<file path="src/rtl/msgld_pkg.sv">
package msgld_pkg;

    // Load phase carried between the sequencer and the flag logic
    typedef enum logic [1:0] {
        PH_IDLE = 2'd0,
        PH_HDR  = 2'd1,
        PH_TXT  = 2'd2,
        PH_DONE = 2'd3
    } ld_phase_e;

    // Status flags presented at the block edge
    typedef struct packed {
        logic hdr_busy;
        logic txt_busy;
        logic force_on;
        logic fade_req;
        logic restart_req;
    } ld_flags_t;

    // Busy pair {header, text} for a phase
    function automatic logic [1:0] busy_of(input ld_phase_e ph);
        case (ph)
            PH_HDR:  return 2'b10;
            PH_TXT:  return 2'b01;
            default: return 2'b00;
        endcase
    endfunction

endpackage

</file>
<file path="src/rtl/msgld_sequencer.sv">
module msgld_sequencer
    import msgld_pkg::*;
#(
    parameter int unsigned ADDR_W   = 16,
    parameter int unsigned DATA_W   = 8,
    parameter int unsigned HDR_LEN  = 387,
    parameter int unsigned SYNC_VAL = 'h55
) (
    input  logic              clk,
    input  logic              rst,
    input  logic              rx_valid,
    input  logic [DATA_W-1:0] rx_byte,
    output ld_phase_e         phase_o,
    output logic [ADDR_W-1:0] ptr_o,
    output logic              wr_go,
    output logic              wr_hi,
    output logic              sync_hit,
    output logic              wrap_hit
);
    localparam logic [ADDR_W-1:0] HDR_END  = ADDR_W'(HDR_LEN);
    localparam logic [DATA_W-1:0] SYNC_B   = DATA_W'(SYNC_VAL);
    localparam logic [ADDR_W-1:0] PTR_LAST = {ADDR_W{1'b1}};

    ld_phase_e         ph_q, ph_d;
    logic [ADDR_W-1:0] ptr_q, ptr_d, ptr_inc;

    assign ptr_inc = ptr_q + 1'b1;

    always_comb begin
        ph_d     = ph_q;
        ptr_d    = ptr_q;
        wr_go    = 1'b0;
        wr_hi    = 1'b0;
        sync_hit = 1'b0;
        wrap_hit = 1'b0;
        case (ph_q)
            PH_IDLE: begin
                if (rx_valid && rx_byte == SYNC_B) begin
                    sync_hit = 1'b1;
                    ph_d     = PH_HDR;
                    ptr_d    = '0;
                end
            end
            PH_HDR: begin
                if (rx_valid) begin
                    wr_go = 1'b1;
                    wr_hi = 1'b1;
                    ptr_d = ptr_inc;
                    if (ptr_inc == HDR_END) begin
                        ph_d  = PH_TXT;
                        ptr_d = '0;
                    end
                end
            end
            PH_TXT: begin
                if (rx_valid) begin
                    wr_go = 1'b1;
                    ptr_d = ptr_inc;
                    if (ptr_q == PTR_LAST) begin
                        ph_d     = PH_DONE;
                        wrap_hit = 1'b1;
                    end
                end
            end
            default: begin
                ph_d = PH_DONE;
            end
        endcase
    end

    always_ff @(posedge clk) begin
        if (rst) begin
            ph_q  <= PH_IDLE;
            ptr_q <= '0;
        end else begin
            ph_q  <= ph_d;
            ptr_q <= ptr_d;
        end
    end

    assign phase_o = ph_q;
    assign ptr_o   = ptr_q;

    // header pointer never reaches the header length while in header phase
    assert_hdr_ptr_bound_R5: assert property (@(posedge clk) disable iff (rst)
        (ph_q == PH_HDR) |-> (ptr_q < HDR_END));

    // the final text byte moves the sequencer to completion
    assert_wrap_done_R8: assert property (@(posedge clk) disable iff (rst)
        (ph_q == PH_TXT && rx_valid && ptr_q == PTR_LAST) |=> (ph_q == PH_DONE));

    // completion is terminal until reset
    assert_done_sticky_R8: assert property (@(posedge clk) disable iff (rst)
        (ph_q == PH_DONE) |=> (ph_q == PH_DONE));

    // without a received byte the pointer holds
    assert_ptr_hold_R10: assert property (@(posedge clk) disable iff (rst)
        (!rx_valid && ph_q != PH_IDLE) |=> $stable(ptr_q));

endmodule

</file>
<file path="src/rtl/msgld_write_port.sv">
module msgld_write_port #(
    parameter int unsigned ADDR_W = 16,
    parameter int unsigned DATA_W = 8
) (
    input  logic              clk,
    input  logic              rst,
    input  logic              wr_go,
    input  logic              wr_hi,
    input  logic [ADDR_W-1:0] wr_addr,
    input  logic [DATA_W-1:0] wr_data,
    output logic              mem_we,
    output logic [ADDR_W-1:0] mem_addr,
    output logic              mem_hi_bank,
    output logic [DATA_W-1:0] mem_wdata
);
    always_ff @(posedge clk) begin
        if (rst) begin
            mem_we      <= 1'b0;
            mem_addr    <= '0;
            mem_hi_bank <= 1'b0;
            mem_wdata   <= '0;
        end else begin
            mem_we <= wr_go;
            if (wr_go) begin
                mem_addr    <= wr_addr;
                mem_hi_bank <= wr_hi;
                mem_wdata   <= wr_data;
            end
        end
    end

    // back-to-back writes never repeat an address
    assert_addr_advances_R6: assert property (@(posedge clk) disable iff (rst)
        (mem_we && $past(mem_we)) |-> (mem_addr != $past(mem_addr)));

endmodule

</file>
<file path="src/rtl/msgld_flags.sv">
module msgld_flags
    import msgld_pkg::*;
(
    input  logic      clk,
    input  logic      rst,
    input  ld_phase_e phase,
    input  logic      sync_hit,
    input  logic      wrap_hit,
    output ld_flags_t flags
);
    logic       force_q, fade_q, restart_q;
    logic [1:0] busy;

    assign busy = busy_of(phase);

    always_ff @(posedge clk) begin
        if (rst) begin
            force_q   <= 1'b0;
            fade_q    <= 1'b0;
            restart_q <= 1'b0;
        end else begin
            fade_q <= sync_hit;
            if (sync_hit) force_q   <= 1'b1;
            if (wrap_hit) restart_q <= 1'b1;
        end
    end

    always_comb begin
        flags.hdr_busy    = busy[1];
        flags.txt_busy    = busy[0];
        flags.force_on    = force_q;
        flags.fade_req    = fade_q;
        flags.restart_req = restart_q;
    end

    // fade request lasts a single cycle
    assert_fade_pulse_R3: assert property (@(posedge clk) disable iff (rst)
        fade_q |=> !fade_q);

    // force-on holds once set
    assert_force_sticky_R9: assert property (@(posedge clk) disable iff (rst)
        force_q |=> force_q);

    // restart request holds once set
    assert_restart_sticky_R8: assert property (@(posedge clk) disable iff (rst)
        restart_q |=> restart_q);

    // never busy in both phases
    assert_busy_exclusive_R5: assert property (@(posedge clk) disable iff (rst)
        $onehot0(busy));

endmodule

</file>
<file path="src/rtl/msg_loader.sv">
module msg_loader
    import msgld_pkg::*;
#(
    parameter int unsigned ADDR_W   = 16,
    parameter int unsigned DATA_W   = 8,
    parameter int unsigned HDR_LEN  = 387,
    parameter int unsigned SYNC_VAL = 'h55
) (
    input  logic              clk,
    input  logic              rst,
    input  logic              rx_valid,
    input  logic [DATA_W-1:0] rx_byte,
    output logic              mem_we,
    output logic [ADDR_W-1:0] mem_addr,
    output logic              mem_hi_bank,
    output logic [DATA_W-1:0] mem_wdata,
    output logic              hdr_busy,
    output logic              txt_busy,
    output logic              force_on,
    output logic              fade_req,
    output logic              restart_req
);
    ld_phase_e         phase;
    logic [ADDR_W-1:0] ptr;
    logic              wr_go, wr_hi, sync_hit, wrap_hit;
    ld_flags_t         flags;

    msgld_sequencer #(
        .ADDR_W  (ADDR_W),
        .DATA_W  (DATA_W),
        .HDR_LEN (HDR_LEN),
        .SYNC_VAL(SYNC_VAL)
    ) u_seq (
        .clk     (clk),
        .rst     (rst),
        .rx_valid(rx_valid),
        .rx_byte (rx_byte),
        .phase_o (phase),
        .ptr_o   (ptr),
        .wr_go   (wr_go),
        .wr_hi   (wr_hi),
        .sync_hit(sync_hit),
        .wrap_hit(wrap_hit)
    );

    msgld_write_port #(
        .ADDR_W(ADDR_W),
        .DATA_W(DATA_W)
    ) u_wr (
        .clk        (clk),
        .rst        (rst),
        .wr_go      (wr_go),
        .wr_hi      (wr_hi),
        .wr_addr    (ptr),
        .wr_data    (rx_byte),
        .mem_we     (mem_we),
        .mem_addr   (mem_addr),
        .mem_hi_bank(mem_hi_bank),
        .mem_wdata  (mem_wdata)
    );

    msgld_flags u_flg (
        .clk     (clk),
        .rst     (rst),
        .phase   (phase),
        .sync_hit(sync_hit),
        .wrap_hit(wrap_hit),
        .flags   (flags)
    );

    assign hdr_busy    = flags.hdr_busy;
    assign txt_busy    = flags.txt_busy;
    assign force_on    = flags.force_on;
    assign fade_req    = flags.fade_req;
    assign restart_req = flags.restart_req;

    // bytes arriving outside a load phase produce no write
    assert_no_write_outside_R2: assert property (@(posedge clk) disable iff (rst)
        (rx_valid && !hdr_busy && !txt_busy) |=> !mem_we);

    // every write pulse follows a received byte
    assert_write_has_byte_R10: assert property (@(posedge clk) disable iff (rst)
        mem_we |-> $past(rx_valid));

    // upper-bank writes come only from the header phase
    assert_hi_bank_header_R4: assert property (@(posedge clk) disable iff (rst)
        (mem_we && mem_hi_bank) |-> $past(hdr_busy));

    // restart rises only when text reception ends
    assert_restart_from_text_R8: assert property (@(posedge clk) disable iff (rst)
        $rose(restart_req) |-> ($past(txt_busy) && !txt_busy));

endmodule

</file>
<file path="config.mk">
export PLATFORM = sky130hd
export DESIGN_NAME = msg_loader
export DESIGN_NICKNAME = d
export VERILOG_FILES = /design/src/rtl/msgld_pkg.sv /design/src/rtl/msgld_sequencer.sv /design/src/rtl/msgld_write_port.sv /design/src/rtl/msgld_flags.sv /design/src/rtl/msg_loader.sv
export SDC_FILE = /design/constraint.sdc
export NUM_CORES = 1
export LEC_CHECK = 0
export ABC_AREA = 1
export BUFFER_PORTS_ARGS = -buffer_cell sky130_fd_sc_hd__buf_2
export CAP_MARGIN = 10
export CORE_MARGIN = 4
export CORE_UTILIZATION = 25
export CTS_CLUSTER_DIAMETER = 40
export CTS_CLUSTER_SIZE = 24
export DETAILED_ROUTE_END_ITERATION = 16
export HOLD_SLACK_MARGIN = 0.03
export SLEW_MARGIN = 15
export SYNTH_ARGS = -nofsm -noshare
export SYNTH_HDL_FRONTEND = slang
export SYNTH_SLANG_ARGS = --single-unit
</file>
<file path="constraint.sdc">
create_clock -name clk -period 2.6 [get_ports clk]
set_clock_uncertainty 0.2 [all_clocks]
set_input_delay 0.52 -clock clk [delete_from_list [all_inputs] [get_ports clk]]
set_output_delay 0.52 -clock clk [all_outputs]
set_load 0.02 [all_outputs]
</file>
==> results.cfg <==
[finish]
final_util = 0.308
post-route-cell-area_mm2 = 0.00286
final_layout_size_suffix_gt1_frac = 0.241
multi_input_area_mm2 = 0.00128
nets = 393
fillers = 1010
n_antenna_cell = 0
syn_to_final_growth_pct = 19.7
instances_no_fill = 503
seq_area_um2 = 941

[placement]
post-place-ws_ns = 0.291
hpwl_um = 4350
port_buffers = 41
placed_area_mm2 = 0.00275
dp_cells = 495
gp_congestion = 0.809

[worst_setup_path]
cp_slowest_cell = dfxtp_1
critPathMaxStageDelay_ns = 0.42
crit_type = reg -> reg
r2r-start = u_seq.phase_o[1]
end_kind = register
startpoint = u_seq.phase_o[1]
worstPathCellList = inv_1 -> ha_1 -> o21bai_1 -> nand3_2 -> inv_2 -> nand2_1 -> nor2_1 -> nand2_2 -> a21oi_2
rrSetupSlack_ns = 0.38
cp.required_ns = 2.64
cp.arrival_ns = 2.26
reg2reg_to = u_seq.ptr_o[11]
startpoint_type = register
reg2reg_depth = 9
cp_max_fo = 11

[power_and_ir_drop]
internal_power_mw = 1.10
total_power_mw = 1.51
p_clk_frac = 0.366
vdd_drop_max_mv = 0.175
p_per_area_mw_per_mm2 = 527
power.switching_uw = 408
leakage_nw = 1.15
seq_power_share = 0.503
combPwrFrac = 0.131
switching_share = 0.271

[global_routing]
track_usage = 0.106
grt_first_pass_wirelength_um = 9790
grt_overflow = 0
grt_max_degree = 40
grt_pass1_vias = 2080
antenna_found_initial = 0

[min_path]
holdPathStages = 3
hold_start = rx_byte[6]
worst_hold_path.endpoint = u_wr.mem_wdata[6]
hold_class = in -> reg

[job]
cap_violations = 0

[synth]
synth_top_area_share = 0.394
ys_warn_count = 0
synth_edf_count = 0
synth_largest_area_cell = dfxtp_1
synth_ff_type = dfxtp_1
synthTopCellsByArea = dfxtp_1 (39%), nand2_1 (11%), nor2_1 (8.0%)
synth_common_cells = nand2_1 (68), nor2_1 (51), dfxtp_1 (47)
synthCells = 331
synth.most_common_cell = nand2_1
synth-seq-cells = 47
postSynthAreaPerCell_um2 = 7.22
synth_seq_area_share = 0.394
netlist_area_mm2 = 0.00239
ys_async_sr_fraction = 0
syn_nets = 351
synth_cell_types = 30

[clock_tree]
cts_buffer_depth = 2
cts_made_buffers = 5
tritoncts = done
path_clk_slew_ns = 0.09
cts-root-buf = clkbuf_8
cts_hold_buf = 0
cts.sinks = 47
cts.repair.resized = 0
htreeDepth = 2
cts_setup_buffers = 0
worst_skew_pair.late_latency_ns = 0.30

[timing]
max_slew_margin = 0.744
maxSlewViolCount = 0
tns_ns = 0
fin_ws_ns = 0.382
fin_crit_ns = 2.22
max_freq_mhz = 451
finalCritPeriodShare = 0.853
hold-worst-slack_ns = 0.222
rsz0062_at_grt = no
hold_violations = 0
tightest_slew_ns = 0.383
setup_viol = 0

[floorplanning]
die_area_mm2 = 0.0112
die_width_um = 106
rows = 35
core-area_mm2 = 0.00928
num_io_pins = 42
die_h_um = 106
start_util = 0.258

[detailed_routing]
num_vias = 2191
wl_um = 5760
wl_met1_um = 2790
wl_met2_um = 2650
dr.max_layer_used = met4
drc = 0
routedWlPerCell_um = 11.5
wl_met3_um = 242
drtIter0Drc = 149
viasPerCell = 4.36
first_pass_iters = 4
antenna_left = 0

[status]
status = finished clean
## worst max-delay path by stage
| stage | end |
|---|---|
| detailed placement | u_seq.ptr_o[11] |
| global route | u_seq.ptr_o[14] |
| floorplan | u_seq.ptr_o[10] |
| finish | u_seq.ptr_o[11] |
| CTS | u_seq.ptr_o[11] |
| global placement | u_seq.ptr_o[11] |
## registers in the layout, summed over array words and instances, names as in the netlist
name,count
u_flg.force_q,1
u_wr.mem_we,1
u_wr.mem_addr,16
u_seq.ptr_o,16
u_flg.restart_q,1
u_flg.fade_q,1
u_wr.mem_hi_bank,1
u_seq.phase_o,2
u_wr.mem_wdata,8
## placed cells by master (no fill, tap or decap), drive strengths merged
master / instances
a21oi: 33
a31oi: 1
buf: 47
bufinv: 1
clkbuf: 5
clkinv: 2
dfxtp: 47
ha: 9
inv: 30
nand2: 83
nand3: 16
nand3b: 1
nand4: 3
nor2: 55
nor4: 1
o2111ai: 4
o211a: 1
o21ai: 29
o21bai: 2
xnor2: 2
xor2: 2
## cell families (layout without fill, tap and decap cells)
kind of cell / after synthesis / after routing / synth area share
and+or+nand+nor: 159 / 159 / 0.300
AOI/OAI and AO/OA: 70 / 70 / 0.173
DFF: 47 / 47 / 0.394
buffers and inverters: 42 / 85 / 0.0712
adders and majority gates: 9 / 9 / 0.0471
xor gates and xnor gates: 4 / 4 / 0.0147
## metal layers
metal / GRT usage / vias up
li1: - / 1152
met1: 0.138 / 980
met2: 0.174 / 53
met3: 0.0208 / 6
met4: 0.0361 / 0
met5: 0 / -
## area by class of cell
class | count | share of cell area
multi-input combinational | 242 | 0.447
sequential | 47 | 0.329
timing repair buffer | 47 | 0.0875
tap | 129 | 0.0564
inverter | 30 | 0.0394
clock buffer | 5 | 0.0240
clock inverter | 3 | 0.0166
## power by group through the flow
| stage | Combinational [mW] | Sequential, mW | Clock, mW |
|---|---|---|---|
| final | 0.198 | 0.759 | 0.552 |
| after global routing | 0.219 | 0.763 | 0.602 |
| after CTS | 0.201 | 0.760 | 0.574 |
| after detailed placement | 0.200 | 0.776 | 0 |
| after global placement | 0.198 | 0.775 | 0 |
| after floorplan | 0.109 | 0.806 | 0 |
## critical path: cells and delay by family (launching register included)
| kind | cells | cell delay (ns) |
|---|---|---|
| AOI/OAI and AO/OA | 2 | 0.36 |
| DFF | 1 | 0.42 |
| adders and majority gates | 1 | 0.33 |
| buffers and inverters | 2 | 0.21 |
| and+or+nand+nor | 4 | 0.63 |
Power figures use the tool's default switching activity.
